--- src/rtl/e1ssm_pkg.sv ---
package e1ssm_pkg;
  // Strobes issued by the control path to the datapath each cycle
  typedef struct packed {
    logic clear;     // restart: drop partial nibble, repeat count and valid
    logic takeBit;   // shift the selected lane bit in
    logic firstBit;  // the bit taken is the MSB of a new nibble
    logic nibDone;   // the bit taken completes a nibble
  } ssmCtrl_t;
endpackage

--- src/rtl/e1ssm_ctrl.sv ---
module e1ssm_ctrl
  import e1ssm_pkg::*;
#(
  parameter int FRAME_W  = 4,
  parameter int SEL_W    = 3,
  parameter int NIB_W    = 4,
  parameter int SA_LANES = 5
) (
  input  logic               clk,
  input  logic               rstN,
  input  logic               tsStrobe,
  input  logic [FRAME_W-1:0] frameNum,
  input  logic               mfLocked,
  input  logic [SEL_W-1:0]   laneSel,
  output ssmCtrl_t           ctrl
);
  localparam int POS_W = $clog2(NIB_W);
  localparam int CNT_W = POS_W + 1;

  logic [SEL_W-1:0] selQ;
  logic [CNT_W-1:0] bitCnt, cntNext;
  logic [POS_W-1:0] pos;
  logic             laneOn, restart, oddFrame;
  logic             unusedFrameHi;

  // odd frames carry spare bits; bits [POS_W:1] give the place in the nibble
  assign oddFrame      = frameNum[0];
  assign pos           = frameNum[POS_W:1];
  assign unusedFrameHi = ^frameNum[FRAME_W-1:POS_W+1];
  assign laneOn        = (laneSel < SEL_W'(SA_LANES));
  assign restart       = !mfLocked || !laneOn || (laneSel != selQ);

  always_comb begin
    ctrl       = '0;
    ctrl.clear = restart;
    cntNext    = bitCnt;
    if (restart) begin
      cntNext = '0;
    end else if (tsStrobe && oddFrame) begin
      if (pos == '0) begin
        ctrl.takeBit  = 1'b1;
        ctrl.firstBit = 1'b1;
        cntNext       = CNT_W'(1);
      end else if ({1'b0, pos} == bitCnt) begin
        ctrl.takeBit = 1'b1;
        if (pos == POS_W'(NIB_W - 1)) begin
          ctrl.nibDone = 1'b1;
          cntNext      = '0;
        end else begin
          cntNext = bitCnt + CNT_W'(1);
        end
      end else begin
        // a bit of this nibble went missing: drop it
        cntNext = '0;
      end
    end
  end

  always_ff @(posedge clk) begin
    if (!rstN) begin
      selQ   <= '0;
      bitCnt <= '0;
    end else begin
      selQ   <= laneSel;
      bitCnt <= cntNext;
    end
  end
endmodule

--- src/rtl/e1ssm_datapath.sv ---
module e1ssm_datapath
  import e1ssm_pkg::*;
#(
  parameter int BYTE_W   = 8,
  parameter int SEL_W    = 3,
  parameter int NIB_W    = 4,
  parameter int SA_LANES = 5,
  parameter int CONFIRM  = 3
) (
  input  logic              clk,
  input  logic              rstN,
  input  logic [BYTE_W-1:0] tsByte,
  input  logic [SEL_W-1:0]  laneSel,
  input  ssmCtrl_t          ctrl,
  output logic [NIB_W-1:0]  ssmCode,
  output logic              ssmValid,
  output logic              ssmChange
);
  localparam int HIT_W = $clog2(CONFIRM + 1);

  logic             laneBit;
  logic [NIB_W-2:0] shiftQ;
  logic [NIB_W-1:0] nibble, candQ;
  logic [HIT_W-1:0] hitQ, hitNext;
  logic             sameCand;
  logic             unusedByteHi;

  assign unusedByteHi = ^tsByte[BYTE_W-1:SA_LANES];

  // lane 0 is the highest spare position, lane SA_LANES-1 the lowest
  always_comb begin
    laneBit = 1'b0;
    for (int i = 0; i < SA_LANES; i++) begin
      if (laneSel == SEL_W'(i)) laneBit = tsByte[SA_LANES-1-i];
    end
  end

  assign nibble   = {shiftQ, laneBit};
  assign sameCand = (hitQ != '0) && (nibble == candQ);

  always_comb begin
    if (sameCand) hitNext = (hitQ == HIT_W'(CONFIRM)) ? hitQ : hitQ + HIT_W'(1);
    else          hitNext = HIT_W'(1);
  end

  always_ff @(posedge clk) begin
    if (!rstN) begin
      shiftQ    <= '0;
      candQ     <= '0;
      hitQ      <= '0;
      ssmCode   <= '0;
      ssmValid  <= 1'b0;
      ssmChange <= 1'b0;
    end else begin
      ssmChange <= 1'b0;
      if (ctrl.clear) begin
        hitQ     <= '0;
        ssmValid <= 1'b0;
      end else if (ctrl.takeBit) begin
        if (ctrl.firstBit) shiftQ <= (NIB_W-1)'(laneBit);
        else               shiftQ <= {shiftQ[NIB_W-3:0], laneBit};
        if (ctrl.nibDone) begin
          candQ <= nibble;
          hitQ  <= hitNext;
          if (hitNext == HIT_W'(CONFIRM) && (!ssmValid || ssmCode != nibble)) begin
            ssmCode   <= nibble;
            ssmValid  <= 1'b1;
            ssmChange <= 1'b1;
          end
        end
      end
    end
  end
endmodule

--- src/rtl/e1_ssm_extract.sv ---
module e1_ssm_extract
  import e1ssm_pkg::*;
#(
  parameter int BYTE_W   = 8,
  parameter int FRAME_W  = 4,
  parameter int SEL_W    = 3,
  parameter int NIB_W    = 4,
  parameter int SA_LANES = 5,
  parameter int CONFIRM  = 3
) (
  input  logic               clk,
  input  logic               rstN,
  input  logic [BYTE_W-1:0]  tsByte,
  input  logic               tsStrobe,
  input  logic [FRAME_W-1:0] frameNum,
  input  logic               mfLocked,
  input  logic [SEL_W-1:0]   laneSel,
  output logic [NIB_W-1:0]   ssmCode,
  output logic               ssmValid,
  output logic               ssmChange
);
  ssmCtrl_t ctrl;

  e1ssm_ctrl #(
    .FRAME_W(FRAME_W), .SEL_W(SEL_W), .NIB_W(NIB_W), .SA_LANES(SA_LANES)
  ) u_ctrl (
    .clk(clk), .rstN(rstN), .tsStrobe(tsStrobe), .frameNum(frameNum),
    .mfLocked(mfLocked), .laneSel(laneSel), .ctrl(ctrl)
  );

  e1ssm_datapath #(
    .BYTE_W(BYTE_W), .SEL_W(SEL_W), .NIB_W(NIB_W),
    .SA_LANES(SA_LANES), .CONFIRM(CONFIRM)
  ) u_dp (
    .clk(clk), .rstN(rstN), .tsByte(tsByte), .laneSel(laneSel), .ctrl(ctrl),
    .ssmCode(ssmCode), .ssmValid(ssmValid), .ssmChange(ssmChange)
  );
endmodule

--- config.mk ---
export PLATFORM = sky130hd
export DESIGN_NAME = e1_ssm_extract
export DESIGN_NICKNAME = d
export VERILOG_FILES = /design/src/rtl/e1ssm_pkg.sv /design/src/rtl/e1ssm_ctrl.sv /design/src/rtl/e1ssm_datapath.sv /design/src/rtl/e1_ssm_extract.sv
export SDC_FILE = /design/constraint.sdc
export NUM_CORES = 1
export LEC_CHECK = 0
export BUFFER_PORTS_ARGS = -buffer_cell sky130_fd_sc_hd__buf_2
export CORE_UTILIZATION = 55
export DETAILED_ROUTE_END_ITERATION = 10
export PLACE_DENSITY_LB_ADDON = 0.12
export REMOVE_ABC_BUFFERS = 1
export SLEW_MARGIN = 20
export SYNTH_ARGS = -nofsm -noshare
export SYNTH_HDL_FRONTEND = slang
export SYNTH_SLANG_ARGS = --single-unit
export TNS_END_PERCENT = 100
--- constraint.sdc ---
create_clock -name clk -period 3.29 [get_ports clk]
set_input_delay 0.8225 -clock clk [delete_from_list [all_inputs] [get_ports clk]]
set_output_delay 0.8225 -clock clk [all_outputs]
set_load 0.01 [all_outputs]
* Word-level counts from Yosys, hierarchy flattened
Index checks and enable logic that the tools add are counted.
** Word-level totals
- Register bits after elaboration :: 21
- Output and inout port bits :: 6
** Cells by class
- Add/subtract/negate cells :: 2
- $lt $le $gt $ge :: 1
- Equality and inequality tests :: 11
- Mux-type cells :: 20
- Bitwise operators :: 4
- Reductions and logical operators :: 19
** Operators by type and width (number)
- two-way mux 3 bit :: 6
- two-way mux 1 bit :: 12
- == test 2 bit, second input constant :: 3
- == test 3 x 2 -> 1 bit, second input constant :: 2
- AND reduction 3 bit :: 2
- == test 4 bit :: 1
- two-way mux 2 bit :: 2
- inequality test 4 bit :: 1
- inverter 1 bit :: 4
- AND reduction 2 bit :: 2
- AND reduction 4 bit :: 1
- OR reduction 4 bit :: 1
- adder 3 x 1 -> 3 bit, second input constant :: 1
- == test 2 x 3 -> 1 bit :: 1
- == test 3 x 1 -> 1 bit, second input constant :: 1
- == test 3 bit, second input constant :: 1
- logical AND 1 bit :: 3
- zero test 1 bit :: 3
- zero test 3 bit :: 1
- logical OR 1 bit :: 3
- < comparator 3 bit, second input constant :: 1
- inequality test 3 bit :: 1
- adder 2 x 1 -> 2 bit, second input constant :: 1
- zero test 2 bit :: 1
- other kinds (2) :: 2

* Logic depth before layout (Yosys ltp)
- Depth after elaboration :: 12
- Gate-level depth with buffers :: 8

* Modules after synthesis
Synthesis repeated with hierarchy kept, for this count alone.
** Second synthesis, totals
- Cells, all modules :: 140
- Area total of the unflattened synthesis :: 1242.4 µm²
** Modules (own cells, without submodules)
- e1ssm_datapath :: times used 1, cells each 96, area each 852.1 µm², sequential area each 300.3 µm²
- e1ssm_ctrl :: times used 1, cells each 44, area each 390.4 µm², sequential area each 120.1 µm²

* Worst setup path before layout
No wires, ideal clock.
- Path kind :: input -> register
- From :: input laneSel[0]
- To :: register u_dp.ssmCode[1]
- Arrival :: 2.427 ns
- Required time :: 3.218 ns
- Slack :: 0.791 ns
- Stages on the path :: 8
- Cell sequence :: clkbuf_1 > xnor2_1 > nand3_1 > a211o_1 > buf_6 > a311oi_4 > o221a_4 > mux2i_1
** Between the ends
- Cells in the longest elaborated chain, start to end :: 12
- Elaborated cells on any way between the ends :: 25
- Classes of those cells :: 1 x order compare; 8 x eq/ne; 7 x mux; 1 x bitwise; 8 x reduce/logical
** RTL lines
- start: declaration :: line e1_ssm_extract.sv:17 : input logic [SEL_W-1:0] laneSel,
- zero test 3 bit :: line e1ssm_datapath.sv:34 : if (laneSel == SEL_W'(i)) laneBit = tsByte[SA_LANES-1-i];
- two-way mux 1 bit (5 in series) :: line e1ssm_datapath.sv:34
- == test 4 bit :: line e1ssm_datapath.sv:39 : assign sameCand = (hitQ != '0) && (nibble == candQ);
- logical AND 1 bit :: line e1ssm_datapath.sv:39
- two-way mux 2 bit :: line e1ssm_datapath.sv:42 : if (sameCand) hitNext = (hitQ == HIT_W'(CONFIRM)) ? hitQ : hitQ + HIT_W'(1);
- == test 2 bit :: line e1ssm_datapath.sv:65 : if (hitNext == HIT_W'(CONFIRM) && (!ssmValid || ssmCode != nibble)) begin
- logical AND 1 bit :: line e1ssm_datapath.sv:65
- AND reduction 4 bit (no line) (*)
- end signal: assignment :: line e1ssm_datapath.sv:66 : ssmCode <= nibble;
- end: declaration :: line e1ssm_datapath.sv:15 : output logic [NIB_W-1:0] ssmCode,
Every way passes the cells marked *; elsewhere a longest branch is shown, timed or not.
A chain may end at the register's enable or synchronous reset.

* Worst setup path after layout
- From :: input tsStrobe
- To :: register u_dp.ssmCode[3]
** Between the ends
- Cells in the longest elaborated chain, start to end :: 4
** RTL lines
- start: declaration :: line e1_ssm_extract.sv:14 : input logic tsStrobe,
- logical AND 1 bit :: line e1ssm_ctrl.sv:39 : end else if (tsStrobe && oddFrame) begin
- two-way mux 3 bit :: line e1ssm_ctrl.sv:39
- two-way mux 3 bit :: line e1ssm_ctrl.sv:37 : if (restart) begin
- AND reduction 4 bit (no line)
No other way between the ends.

==> out/qor.tcl <==
set qor(synthDistinctLibCells) 37
set qor(root_buffer) {sky130_fd_sc_hd__clkbuf_4}
set qor(numCtsBuffers) 3
set qor(largest_net_degree_at_the_start_of_global_routing) 19
set qor(floorplan.die_area_sq_um) 2230
set qor(final.period_utilization_pct) 73.1
set qor(tightest_slew_ns) 0.463
set qor(cts.sink_count) 21
set qor(post_synthesis_area_per_instance_sq_um) 9.13
set qor(drt-wirelength-per-cell_um) 12.3
set qor(worst_ep_required_time_ns) 3.54
set qor(finalClockSkew_ns) 0.00594
set qor(ir_drop_mv) 0.235
set qor(grt_first_pass_wirelength_mm) 3.44
set qor(fmax_mhz) 416
set qor(critical_path_peak_fanout) 9
set qor(powerDensity_nw_per_um2) 334
set qor(area_growth_pct) 12.0
set qor(starting_density_of_the_core_pct) 61.7
set qor(internal-power_mw) 0.320
set qor(row_count) 15
set qor(yosysSeqAreaShare_pct) 37.4
set qor(antenna_diode_count) 0
set qor(tritoncts_clock_tree) {yes}
set qor(initial_antenna_violation_count) 0
set qor(detailedRoute.firstIterationViolations) 21
set qor(asyncSetResetFlopFracSynth_pct) 0
set qor(detailedPlacementHpwl_mm) 1.58
set qor(postCtsHoldBufs) 0
set qor(die_width_um) 47.2
set qor(synth-edff-count) 0
set qor(p_switching_mw) 0.101
set qor(gpl.final_weighted_congestion) 0.777
set qor(p_clk_share_pct) 29.9
set qor(gr-total-overflow) 0
set qor(power_leakage_nw) 0.510
set qor(p_sw_share_pct) 24.0
set qor(drv_slew) 0
set qor(timing.critical_path.from_type) {input pin}
set qor(viasPerCell) 5.68
set qor(worst_ep_arrival_time_ns) 2.65
set qor(clk_latency_ns) 0.31
set qor(io_buffer_count) 20
set qor(routed-via-count) 954
set qor(timing.final.crit_period_ns) 2.41
set qor(placed_cells) 164
set qor(drv.max_cap_violation_count) 0
set qor(critPathKind) {in2reg}
set qor(clk_pin_slew_ns) 0.12
set qor(postRouteAntennaNets) 0
set qor(first_pass_iters) 4
set qor(finalNonFillerCells) 168
set qor(groute.usage.overall_pct) 22.1
set qor(worstHoldPathType) {reg2reg}
set qor(crit_path_end_kind) {flip-flop}
set qor(finalHoldViolations) 0
set qor(crit_path_top_delay_cell) {sky130_fd_sc_hd__a211o_1}
set qor(drt_wl_total_mm) 2.07
set qor(worst_slew_slack_as_a_fraction_of_its_limit_pct) 69.1
set qor(post_cts.resized_instances) 0
set qor(dr_drc_count) 0
set qor(max_stage_delay_ns) 0.40
set qor(synth_top_flop_cell) {sky130_fd_sc_hd__dfxtp_1}
set qor(boundaryPins) 25
set qor(worstPathCellList) {buf_2, nand2_1, or3_1, a211o_1, a311oi_4, o221a_4, mux2i_1}
set qor(die_h_um) 47.2
set qor(outcome) {completed}
set qor(rsz0062_at_grt) {no}
set qor(ys_warn_count) 0
set qor(core_region_area_sq_um) 1820
set qor(synth.ff_latch_count) 21
set qor(cts.path.max_buffers) 2
set qor(nets) 164
set qor(h_tree_depth_reported_by_cts) 1
set qor(grt_pass1_vias) 836
set qor(report.final.setup_viol) 0
set qor(mappedNetlistArea_sq_um) 1120
set qor(comb_power_share_pct) 9.0
set qor(syn-instance-count) 123
set qor(postCtsSetupBuffers) 0
set qor(drive_gt1_share_pct) 18.9
set qor(seqPwrFrac_pct) 61.1
set qor(setup-tns-final_ns) 0
cells in the mapped netlist, drive strengths merged (2+ instances only):
master | n | area, sq um
inv | 5 | 18.8
and2 | 4 | 25.0
clkbuf | 3 | 11.3
nor2 | 9 | 33.8
a22oi | 2 | 15.0
nand4 | 2 | 12.5
o21ai | 3 | 15.0
nand3 | 2 | 10.0
mux2i | 12 | 120
nand2 | 10 | 37.5
nor2b | 10 | 62.6
o2111ai | 2 | 17.5
xnor2 | 7 | 61.3
nor3 | 3 | 15.0
a31oi | 3 | 18.8
a21oi | 5 | 25.0
dfxtp | 21 | 420
flip-flops by register name, summed over array words and instances, names as in the netlist:
signal / count
u_ctrl.selQ: 3
u_dp.ssmValid: 1
u_ctrl.bitCnt: 3
u_dp.hitQ: 2
u_dp.ssmCode: 4
u_dp.shiftQ: 3
u_dp.ssmChange: 1
u_dp.candQ: 4
cell type report:
cell class	instances	area (sq um)
Tap cell	25	31.3
Clock buffer	4	26.3
Fill cell	169	562
Inverter	5	18.8
Sequential cell	21	420
Multi-Input combinational cell	93	662
Timing Repair Buffer	20	100
worst max-delay path, delay by kind of cell:
family	cells	cell delay, ns
muxes	1	0.19
and+or+nand+nor	2	0.50
buffers and inverters	1	0.09
AOI/OAI and AO/OA	3	1.04
cells in the final DEF, fill, tap and decap left out:
master | synthesis | final
sky130_fd_sc_hd__dfxtp_1 | 21 | 21
sky130_fd_sc_hd__buf_2 | 0 | 20
sky130_fd_sc_hd__mux2i_1 | 12 | 12
sky130_fd_sc_hd__nand2_1 | 10 | 10
sky130_fd_sc_hd__nor2b_1 | 10 | 10
sky130_fd_sc_hd__nor2_1 | 9 | 9
sky130_fd_sc_hd__xnor2_1 | 7 | 7
sky130_fd_sc_hd__inv_1 | 5 | 5
sky130_fd_sc_hd__a21oi_1 | 5 | 5
sky130_fd_sc_hd__and2_1 | 4 | 4
sky130_fd_sc_hd__nor3_1 | 3 | 3
sky130_fd_sc_hd__a31oi_1 | 3 | 3
sky130_fd_sc_hd__o21ai_0 | 3 | 3
sky130_fd_sc_hd__clkbuf_4 | 0 | 3
sky130_fd_sc_hd__nand4_1 | 2 | 2
sky130_fd_sc_hd__nand3_1 | 2 | 2
sky130_fd_sc_hd__o2111ai_1 | 2 | 2
sky130_fd_sc_hd__a22oi_1 | 2 | 2
sky130_fd_sc_hd__nand4bb_1 | 1 | 1
sky130_fd_sc_hd__o31ai_1 | 1 | 1
sky130_fd_sc_hd__a21o_1 | 1 | 1
sky130_fd_sc_hd__xor2_1 | 1 | 1
sky130_fd_sc_hd__o211ai_1 | 1 | 1
sky130_fd_sc_hd__nand2b_1 | 1 | 1
sky130_fd_sc_hd__or3_1 | 1 | 1
sky130_fd_sc_hd__a211o_1 | 1 | 1
sky130_fd_sc_hd__a311oi_4 | 1 | 1
sky130_fd_sc_hd__o221a_4 | 1 | 1
sky130_fd_sc_hd__o21a_1 | 1 | 1
sky130_fd_sc_hd__and4bb_2 | 1 | 1
sky130_fd_sc_hd__nor4b_1 | 1 | 1
sky130_fd_sc_hd__o41ai_1 | 1 | 1
sky130_fd_sc_hd__a21boi_0 | 1 | 1
sky130_fd_sc_hd__a221oi_1 | 1 | 1
sky130_fd_sc_hd__or3b_2 | 1 | 1
sky130_fd_sc_hd__a211oi_1 | 1 | 1
sky130_fd_sc_hd__ha_1 | 1 | 1
sky130_fd_sc_hd__clkbuf_1 | 3 | 1
path summary, 6_finish.rpt:
kind,from,to,slack [ns],cells after the start
worst max-delay path,tsStrobe,u_dp.ssmCode[3]$_SDFFE_PN0P_,0.88,7
worst max register to register,u_ctrl.bitCnt[1]$_SDFFE_PP0P_,u_dp.ssmCode[3]$_SDFFE_PN0P_,1.08,6
worst min register to register,u_dp.ssmCode[2]$_SDFFE_PN0P_,u_dp.ssmCode[2]$_SDFFE_PN0P_,0.49,2
worst min-delay path,u_dp.ssmCode[2]$_SDFFE_PN0P_,u_dp.ssmCode[2]$_SDFFE_PN0P_,0.49,2
metrics by stage:
step / worst slack, ns / hold WS [ns] / instance area, sq um / power, mW / util (%)
floorplan: 0.833 / 0.499 / 1100 / 0.282 / -
global placement: 0.588 / 0.469 / 1230 / 0.299 / 67.7
detailed placement: 0.552 / 0.482 / 1230 / 0.301 / 67.7
CTS: 0.872 / 0.498 / 1260 / 0.421 / 69.1
global route: 0.775 / 0.519 / 1260 / 0.435 / 69.1
finish: 0.884 / 0.494 / 1260 / 0.421 / 69.1
power by group through the flow:
stage          sequential (mW)  combinational, mW  clock (mW)
2_1_floorplan            0.263             0.0192           0
3_3_place_gp             0.263             0.0362           0
3_5_place_dp             0.263             0.0378           0
4_1_cts                  0.257             0.0380       0.126
5_1_grt                  0.257             0.0425       0.135
6_report                 0.257             0.0377       0.126
layer usage:
| layer | track usage, % | wire [um] |
|---|---|---|
| met1 | 27.0 | 942 |
| met2 | 38.6 | 1030 |
| met3 | 3.46 | 65 |
| met4 | 8.57 | 27 |
| met5 | 0 | 0 |
cells by family (layout without fill, tap and decap cells):
logic type      after synthesis  after routing  synth area share (%)
simple gates                 46             46                  22.3
compound gates               26             26                  18.6
flops                        21             21                  37.4
mux                          12             12                  10.7
buf+inv                       9             29                  3.67
xor+xnor                      8              8                  6.24
fa+ha+maj                     1              1                  1.11
Note: power is estimated with default switching activity, not from simulation.
